<file path="src/rtl/turbo_pkg.sv">
// Package turbo_pkg: shared helpers for the turbo governor.
// Assumes a four-row ceiling table indexed by active core count.
package turbo_pkg;

    localparam int CORE_ROWS = 4;

    typedef logic [1:0] row_idx_t;

    // Map an active core count onto a table row: 0 and 1 give row 0, 4 and above give row 3.
    function automatic row_idx_t core_row(input logic [2:0] cores);
        row_idx_t r;
        if (cores <= 3'd1)      r = 2'd0;
        else if (cores >= 3'd4) r = 2'd3;
        else                    r = 2'(cores - 3'd1);
        return r;
    endfunction

endpackage

</file>
<file path="src/rtl/turbo_energy_acc.sv">
// Module turbo_energy_acc: holds the energy credit.
// On each tick the credit moves by (limit - measured), clamped to [0, cap].
// Assumes PW <= BW, so one interval's delta fits inside the credit width.
module turbo_energy_acc #(
    parameter int PW = 8,
    parameter int BW = 12
) (
    input  logic          clk,
    input  logic          rst_n,
    input  logic          tick,
    input  logic [PW-1:0] pwr_meas,
    input  logic [PW-1:0] pwr_limit,
    input  logic [BW-1:0] budget_cap,
    output logic          budget_pos
);
    localparam int SW = BW + 2;

    logic [BW-1:0]        credit_q;
    logic signed [SW-1:0] raw_sum;
    logic [BW-1:0]        credit_nxt;

    // Signed sum of the credit and this interval's headroom.
    always_comb begin
        raw_sum = $signed({2'b00, credit_q})
                + $signed({{(SW-PW){1'b0}}, pwr_limit})
                - $signed({{(SW-PW){1'b0}}, pwr_meas});
    end

    // Saturate the sum at zero and at the programmed cap.
    always_comb begin
        if (raw_sum < 0)
            credit_nxt = '0;
        else if (raw_sum > $signed({2'b00, budget_cap}))
            credit_nxt = budget_cap;
        else
            credit_nxt = raw_sum[BW-1:0];
    end

    // Credit register, updated only on the interval strobe.
    always_ff @(posedge clk) begin
        if (!rst_n)    credit_q <= '0;
        else if (tick) credit_q <= credit_nxt;
    end

    assign budget_pos = (credit_q != '0);


    credit_capped_chk: assert property (@(posedge clk) disable iff (!rst_n)
        tick |=> credit_q <= $past(budget_cap));


    credit_hold_chk: assert property (@(posedge clk) disable iff (!rst_n)
        !tick |=> $stable(credit_q));

endmodule

</file>
<file path="src/rtl/turbo_ceiling.sv">
// Module turbo_ceiling: looks up the maximum turbo ratio for the active core count.
// The table is packed with row 0 (one core) in the low bits. Entries are raised to P1 if lower.
module turbo_ceiling #(
    parameter int RW       = 8,
    parameter int P1_RATIO = 30,
    parameter logic [4*RW-1:0] CEIL_TBL = {8'd34, 8'd36, 8'd38, 8'd40}
) (
    input  logic [2:0]    active_cores,
    output logic [RW-1:0] ceil_ratio
);
    import turbo_pkg::*;

    localparam logic [RW-1:0] P1_R = RW'(P1_RATIO);

    logic [RW-1:0] row_val [CORE_ROWS];

    // Unpack each table row, raising it to at least P1.
    for (genvar g = 0; g < CORE_ROWS; g++) begin : g_row
        localparam logic [RW-1:0] ENTRY = CEIL_TBL[g*RW +: RW];
        assign row_val[g] = (ENTRY < P1_R) ? P1_R : ENTRY;
    end

    // Select the row for the current core count.
    always_comb begin
        ceil_ratio = row_val[core_row(active_cores)];
    end

endmodule

</file>
<file path="src/rtl/turbo_ratio_step.sv">
// Module turbo_ratio_step: the ratio register and its per-interval stepping rules.
// Assumes ceil_ratio >= P1 and P1 >= PN. The thermal input acts in any cycle.
module turbo_ratio_step #(
    parameter int RW       = 8,
    parameter int P1_RATIO = 30,
    parameter int PN_RATIO = 12
) (
    input  logic          clk,
    input  logic          rst_n,
    input  logic          tick,
    input  logic          thermal_hot,
    input  logic [RW-1:0] req_ratio,
    input  logic [RW-1:0] ceil_ratio,
    input  logic          budget_pos,
    input  logic          over_limit,
    output logic [RW-1:0] ratio_q
);
    localparam logic [RW-1:0] P1_R = RW'(P1_RATIO);
    localparam logic [RW-1:0] PN_R = RW'(PN_RATIO);

    logic [RW-1:0] ratio_nxt;
    logic          turbo_req;

    assign turbo_req = (req_ratio > P1_R);

    // Choose the next ratio: throttle first, then the OS range, then the hardware turbo range.
    always_comb begin
        ratio_nxt = ratio_q;
        if (thermal_hot) begin
            ratio_nxt = PN_R;
        end else if (tick) begin
            if (!turbo_req)
                ratio_nxt = (req_ratio < PN_R) ? PN_R : req_ratio;
            else if (ratio_q < P1_R)
                ratio_nxt = P1_R;
            else if (ratio_q > ceil_ratio)
                ratio_nxt = ceil_ratio;
            else if (budget_pos && (ratio_q < ceil_ratio))
                ratio_nxt = ratio_q + 1'b1;
            else if (!budget_pos && over_limit && (ratio_q > P1_R))
                ratio_nxt = ratio_q - 1'b1;
        end
    end

    // Ratio register.
    always_ff @(posedge clk) begin
        if (!rst_n) ratio_q <= PN_R;
        else        ratio_q <= ratio_nxt;
    end


    throttle_floor_chk: assert property (@(posedge clk) disable iff (!rst_n)
        thermal_hot |=> ratio_q == PN_R);


    idle_hold_chk: assert property (@(posedge clk) disable iff (!rst_n)
        (!tick && !thermal_hot) |=> $stable(ratio_q));


    floor_bound_chk: assert property (@(posedge clk) disable iff (!rst_n)
        1'b1 |-> ratio_q >= PN_R);


    single_bin_chk: assert property (@(posedge clk) disable iff (!rst_n)
        (tick && !thermal_hot && turbo_req && ratio_q >= P1_R && ratio_q < ceil_ratio)
        |=> ratio_q <= $past(ratio_q) + 1'b1);


    turbo_floor_chk: assert property (@(posedge clk) disable iff (!rst_n)
        (tick && !thermal_hot && turbo_req) |=> ratio_q >= P1_R);

endmodule

</file>
<file path="src/rtl/turbo_gov.sv">
// Module turbo_gov: top of the turbo governor.
// Ties together the energy credit, the core-count ceiling and the ratio stepper.
// Assumes tick is a single-cycle strobe and the power inputs are valid when it is high.
module turbo_gov #(
    parameter int RW       = 8,
    parameter int PW       = 8,
    parameter int BW       = 12,
    parameter int P1_RATIO = 30,
    parameter int PN_RATIO = 12,
    parameter logic [4*RW-1:0] CEIL_TBL = {8'd34, 8'd36, 8'd38, 8'd40}
) (
    input  logic          clk,
    input  logic          rst_n,
    input  logic          tick,
    input  logic [RW-1:0] req_ratio,
    input  logic [PW-1:0] pwr_meas,
    input  logic [PW-1:0] pwr_limit,
    input  logic [BW-1:0] budget_cap,
    input  logic [2:0]    active_cores,
    input  logic          thermal_hot,
    output logic [RW-1:0] ratio_out
);
    logic          budget_pos;
    logic [RW-1:0] ceil_ratio;
    logic          over_limit;

    // Flags an interval that ran above the sustained limit.
    assign over_limit = (pwr_meas > pwr_limit);

    turbo_energy_acc #(.PW(PW), .BW(BW)) u_acc (
        .clk        (clk),
        .rst_n      (rst_n),
        .tick       (tick),
        .pwr_meas   (pwr_meas),
        .pwr_limit  (pwr_limit),
        .budget_cap (budget_cap),
        .budget_pos (budget_pos)
    );

    turbo_ceiling #(.RW(RW), .P1_RATIO(P1_RATIO), .CEIL_TBL(CEIL_TBL)) u_ceil (
        .active_cores (active_cores),
        .ceil_ratio   (ceil_ratio)
    );

    turbo_ratio_step #(.RW(RW), .P1_RATIO(P1_RATIO), .PN_RATIO(PN_RATIO)) u_step (
        .clk         (clk),
        .rst_n       (rst_n),
        .tick        (tick),
        .thermal_hot (thermal_hot),
        .req_ratio   (req_ratio),
        .ceil_ratio  (ceil_ratio),
        .budget_pos  (budget_pos),
        .over_limit  (over_limit),
        .ratio_q     (ratio_out)
    );

endmodule

</file>
<file path="config.mk">
export PLATFORM = sky130hd
export DESIGN_NAME = turbo_gov
export DESIGN_NICKNAME = d
export VERILOG_FILES = /design/src/rtl/turbo_pkg.sv /design/src/rtl/turbo_energy_acc.sv /design/src/rtl/turbo_ceiling.sv /design/src/rtl/turbo_ratio_step.sv /design/src/rtl/turbo_gov.sv
export SDC_FILE = /design/constraint.sdc
export NUM_CORES = 1
export LEC_CHECK = 0
export ABC_CLOCK_PERIOD_IN_PS = 12500
export BUFFER_PORTS_ARGS = -buffer_cell sky130_fd_sc_hd__buf_2
export CAP_MARGIN = 20
export CORE_MARGIN = 3
export CORE_UTILIZATION = 60
export DETAILED_ROUTE_END_ITERATION = 16
export PLACE_DENSITY = 0.83
export SYNTH_ARGS = -nofsm -noshare
export SYNTH_HDL_FRONTEND = slang
export SYNTH_HIERARCHICAL = 1
export SYNTH_SLANG_ARGS = --single-unit
</file>
<file path="constraint.sdc">
create_clock -name clk -period 12.5 [get_ports clk]
set_clock_uncertainty 0.15 [all_clocks]
set_input_delay 1.875 -clock clk [delete_from_list [all_inputs] [get_ports clk]]
set_output_delay 1.875 -clock clk [all_outputs]
set_load 0.02 [all_outputs]
</file>
Word level (Yosys, flattened, before mapping)
Cells that the tools add are included.
Storage, ports and cells
  memories kept: 0
  bits in latches: 0
  word-level logic and storage cells: 42
  bits in read-only memories: 0
  register bits: 20
  output and inout port bits: 8
  input port bits: 43
  memory bits (writable): 0
Operators by class
  add/subtract/negate cells: 5
  reductions and logical operators: 7
  order comparisons: 12
  bitwise operators: 2
  multiply operators: 0
  mux-type cells: 13
  eq/ne operators: 1
  shift-type cells: 0
  div/mod/pow operators: 0
Operator list (count)
  $mux 8: 8
  $mux 12: 2
  $bmux 8 s2: 1
  $gt 8x5->1 const B: 2
  $gt 8x8->1: 2
  $gt 14x13->1: 1
  $lt 14x1->1 const B: 1
  $sub 13x8->14: 1
  $add 12x8->13: 1
  $reduce_bool 12->1: 1
  $add 8x1->8 const B: 1
  $lt 8x4->1 const B: 1
  $lt 8x5->1 const B: 1
  $lt 8x8->1: 1
  $sub 8x1->8 const B: 1
  $ge 3x3->1 const B: 2
  $ne 5x5->1 const B: 1
  $mux 2: 2
  $le 3x1->1 const B: 1
  $logic_and 1x1->1: 3
  $not 2->3: 1
  $reduce_and 2->1: 1
  $reduce_or 2->1: 1
  $sub 2x1->2 const B: 1
  other kinds (2): 2

Depth between registers and ports, before layout
  word-level depth: 13
  mapped depth: 19

Cells and area by module
The synthesis kept the hierarchy.
By module, submodules not included
  turbo_energy_acc: cells an instance 232, seq. area each 240.2 µm², times used 1, area an instance 1924.3 µm²
  turbo_ratio_step: cells an instance 147, seq. area each 160.2 µm², times used 1, area an instance 1191.1 µm²
  turbo_gov: cells an instance 27, seq. area each 0.0 µm², times used 1, area an instance 216.5 µm²
  turbo_ceiling: cells an instance 18, seq. area each 0.0 µm², times used 1, area an instance 126.4 µm²

Worst setup path before layout
Ideal clock, no wire load.
  kind: input to register
  start: input pwr_limit[4]
  end: register u_acc.credit_q[3]
  setup slack: 6.920 ns
  buffers on the path: 2
  stages on the path: 19
  arrival: 5.308 ns
  data required time: 12.228 ns
  cell sequence: inv_1 > fa_1 > inv_1 > ha_1 > buf_2 > nand3_1 > o2111ai_1 > a31o_2 > a21oi_1 > xor2_1 > ha_1 > a21o_1 > a21o_1 > a21oi_2 > nor3b_2 > o211a_1 > buf_4 > a211oi_2 > a221o_1
Between the ends
  longest elaborated chain between the ends: 5
RTL lines
  from (decl): RTL line turbo_gov.sv:17  | input logic [PW-1:0] pwr_limit,
  $add 12x8->13 *: RTL line turbo_energy_acc.sv:25  | + $signed({{(SW-PW){1'b0}}, pwr_limit})
  $sub 13x8->14 *: RTL line turbo_energy_acc.sv:26  | - $signed({{(SW-PW){1'b0}}, pwr_meas});
  $gt 14x13->1: RTL line turbo_energy_acc.sv:33  | else if (raw_sum > $signed({2'b00, budget_cap}))
  $mux 12: RTL line turbo_energy_acc.sv:33
  $mux 12 *: RTL line turbo_energy_acc.sv:31  | if (raw_sum < 0)
  to (signal assigned): RTL line turbo_energy_acc.sv:42  | else if (tick) credit_q <= credit_nxt;
  to (decl): RTL line turbo_energy_acc.sv:18  | logic [BW-1:0] credit_q;
Every way passes the cells marked *; elsewhere a longest branch is shown, timed or not.
A chain may end at the register's enable or synchronous reset.

Final worst setup path
  start: input pwr_meas[1]
  end: register u_acc.credit_q[6]
Between the ends
  longest elaborated chain between the ends: 4
RTL lines
  from (decl): RTL line turbo_gov.sv:16  | input logic [PW-1:0] pwr_meas,
  $sub 13x8->14 *: RTL line turbo_energy_acc.sv:26
  $gt 14x13->1: RTL line turbo_energy_acc.sv:33
  $mux 12: RTL line turbo_energy_acc.sv:33
  $mux 12 *: RTL line turbo_energy_acc.sv:31
Marked as above.

==> reports/qor.csv <==
stage,metric,value,unit
power_and_ir_drop,p_per_area,302.4,mW/mm2
synth,synth_top_family_by_area,compound AO/OA/AOI/OAI gates,
synth,synth_enable_flop_cells,0,
clock_tree,clkSinkCount,20,
clock_tree,cts_setup_buffers,0,
setup_path,worstSetupPathType,in2reg,
flow_run,cap_viol_max_count,0,
synth,ys_warn_count,6,
power_and_ir_drop,peakVddDrop,0.0003087,V
final_layout,fin_util,67.64,%
route,drc,0,
final_layout,nets,574,
final_layout,drive_above_1_share,19.74,%
setup_path,crit_path_max_fanout,12,
grt,overflow,0,
die,start_util,62.42,%
die,die_height,81.92,um
die,coreArea,0.005540,mm2
synth,ys.flop_type,dfxtp_1,
synth,synth_mux_area_share,1.158,%
route,routedWlPerCell,15.49,um
die,die_w,81.92,um
synth,synth_top_area_share,19.54,%
synth,avgSynthCellArea,8.156,um2
sta,setup_violations,0,
clock_tree,cts_resized,0,
synth,synth_seq_cells,20,
route,drt-initial-drc-count,148,
route,via_per_inst,6.058,
grt,grt_pass1_wl,13890,um
min_path,min_path_type,reg2reg,
clock_tree,ctsHoldBuffers,0,
place,dp_hpwl,6939,um
route,vias,3259,
synth,yosys.area_share.simple,21.31,%
clock_tree,cts_buffers,3,
synth,synth_top_cell_by_area,ha_1,
synth,synth-async-reset-ratio,0,%
clock_tree,cts_buffer_depth,2,
grt,antenna_found_initial,0,
clock_tree,cts_root_buffer,clkbuf_8,
setup_path,endpoint_kind,flip-flop,
final_layout,multi_input_comb_area,0.002721,mm2
route,drt_first_pass_iters,5,
grt,grt_max_degree,13,
clock_tree,clk_latency,0.26,ns
synth,ys_top_cells_by_area,"ha_1 (20%), dfxtp_1 (12%), inv_1 (7.1%), fa_1 (5.2%), a21oi_1 (3.6%)",
final_layout,antenna_cells,0,
power_and_ir_drop,power.leakage,1.797,nW
sta,period_minus_slack,5.866,ns
clock_tree,cts_tree,built,
setup_path,critical_path_arrival,5.86,ns
synth,synth_area,0.003458,mm2
sta,tightest_slew,0.9057,ns
grt,grt_pass1_vias,3163,
route,routed_wl,8334,um
final_layout,regArea,400.4,um2
die,io_pins,51,
sta,fin_setup_tns,0,ns
final_layout,area_growth,8.357,%
die,rows,27,
clock_tree,clk_pin_slew,0.08,ns
grt,grt_use_total,25.88,%
sta,clock.fmax,170.5,MHz
setup_path,cp-start-kind,input port,
sta,period_share,46.93,%
place,place_congestion,0.9690,
sta,rsz0062_at_grt,false,
die,die_area,0.006711,mm2
place,portBuffers,50,
synth,synth_compound_area_share,27.89,%
synth,synthCells,424,
sta,relSlewSlack,39.49,%
sta,hold_violations,0,
final_layout,n_fill_cell,469,
synth,synth_xor_area_share,3.039,%
synth,synth_cell_type_count,79,
setup_path,cp.required,12.50,ns
synth,synthAdderAreaFrac,24.75,%
run_status,run_status,finished clean,
synth,seq_area_frac_synth,11.58,%
route,ant_nets,0,
sta,drv_slew,0,
clock_tree,h-tree-depth,1,
==> critical path: stages <==
cell and delay (ns):
buf_2 0.09, inv_1 0.05, fa_1 0.59, ha_1 0.26, a21oi_1 0.24, o2111ai_1 0.22, a31o_2 0.29, a21oi_1 0.17
xor2_1 0.22, ha_1 0.28, a21o_1 0.18, a21o_1 0.18, a21oi_2 0.15, nor3b_2 0.21, o211a_1 0.45, a211oi_2 0.13
a221o_1 0.29
==> per-stage QoR <==
stage          hold WS (ns)  std cells  cell area [um2]  setup slack, ns  total power, mW
2_1_floorplan        0.2992        427             3470            6.920           0.8928
3_3_place_gp         0.3204        535             3706            6.519            1.040
3_5_place_dp         0.3216        535             3706            6.409            1.072
4_1_cts              0.3326        538             3747            6.667            1.120
5_1_grt              0.3563        538             3747            6.371            1.245
6_report             0.3417        538             3747            6.634            1.133
==> registers in the layout, indices dropped and copies added (netlist names) <==
signal,flops
u_acc/credit_q,12
u_step/ratio_q,8
==> cells in the final DEF, fill, tap and decap left out, types with 9 or more instances in the layout <==
master	Yosys	routed
inv_1	65	65
ha_1	54	54
buf_2	2	50
nand2_1	29	29
a21oi_1	25	25
dfxtp_1	20	20
o21ai_0	15	15
nor2_1	15	15
nand4_1	14	14
fa_1	9	9
==> layout make-up <==
cell class / instances / area share, %
Multi-Input combinational cell: 328 / 72.62
Sequential cell: 20 / 10.68
Timing Repair Buffer: 50 / 6.678
Inverter: 65 / 6.511
Tap cell: 72 / 2.404
Clock buffer: 3 / 1.102
==> worst paths after layout <==
kind	start	end	slack, ns	cells after the start
min	u_acc/credit_q[2]	u_acc/credit_q[2]	0.34	2
max	pwr_meas[1]	u_acc/credit_q[6]	6.63	17
min reg2reg	u_acc/credit_q[2]	u_acc/credit_q[2]	0.34	2
max reg2reg	u_acc/credit_q[4]	u_acc/credit_q[6]	7.99	17
==> per-layer routing <==
layer / wire (um) / track usage, % / up-vias
met5: 0 / 0 / -
li1: - / - / 1628
met2: 4377 / 50.65 / 98
met3: 321 / 1.425 / 18
met1: 3474 / 29.31 / 1515
met4: 161 / 8.472 / 0
==> power breakdown <==
group          switching (mW)  internal [mW]  total (mW)
Combinational           0.580          0.412       0.993
Sequential             0.0162         0.0808      0.0970
Clock                  0.0220         0.0215      0.0434
Total                   0.618          0.515        1.13
==> cell families after synthesis <==
logic type	count (synthesis)
flip-flops	20
AO/OA/AOI/OAI	119
adder cells (fa/ha/maj)	63
AND/OR/NAND/NOR	125
multiplexers	4
XOR/XNOR	12
buffers and inverters	79
other	2
==> Yosys cell counts (all sizes together) (7+ instances only) <==
cell / number
nand2: 30
nor2: 17
xnor2: 7
a21o: 7
a31oi: 7
dfxtp: 20
nand4: 16
o311ai: 8
nor3: 7
o21ai: 19
buf: 12
fa: 9
ha: 54
nor2b: 9
inv: 65
a21oi: 28
Note: power is estimated with default switching activity, not from simulation.
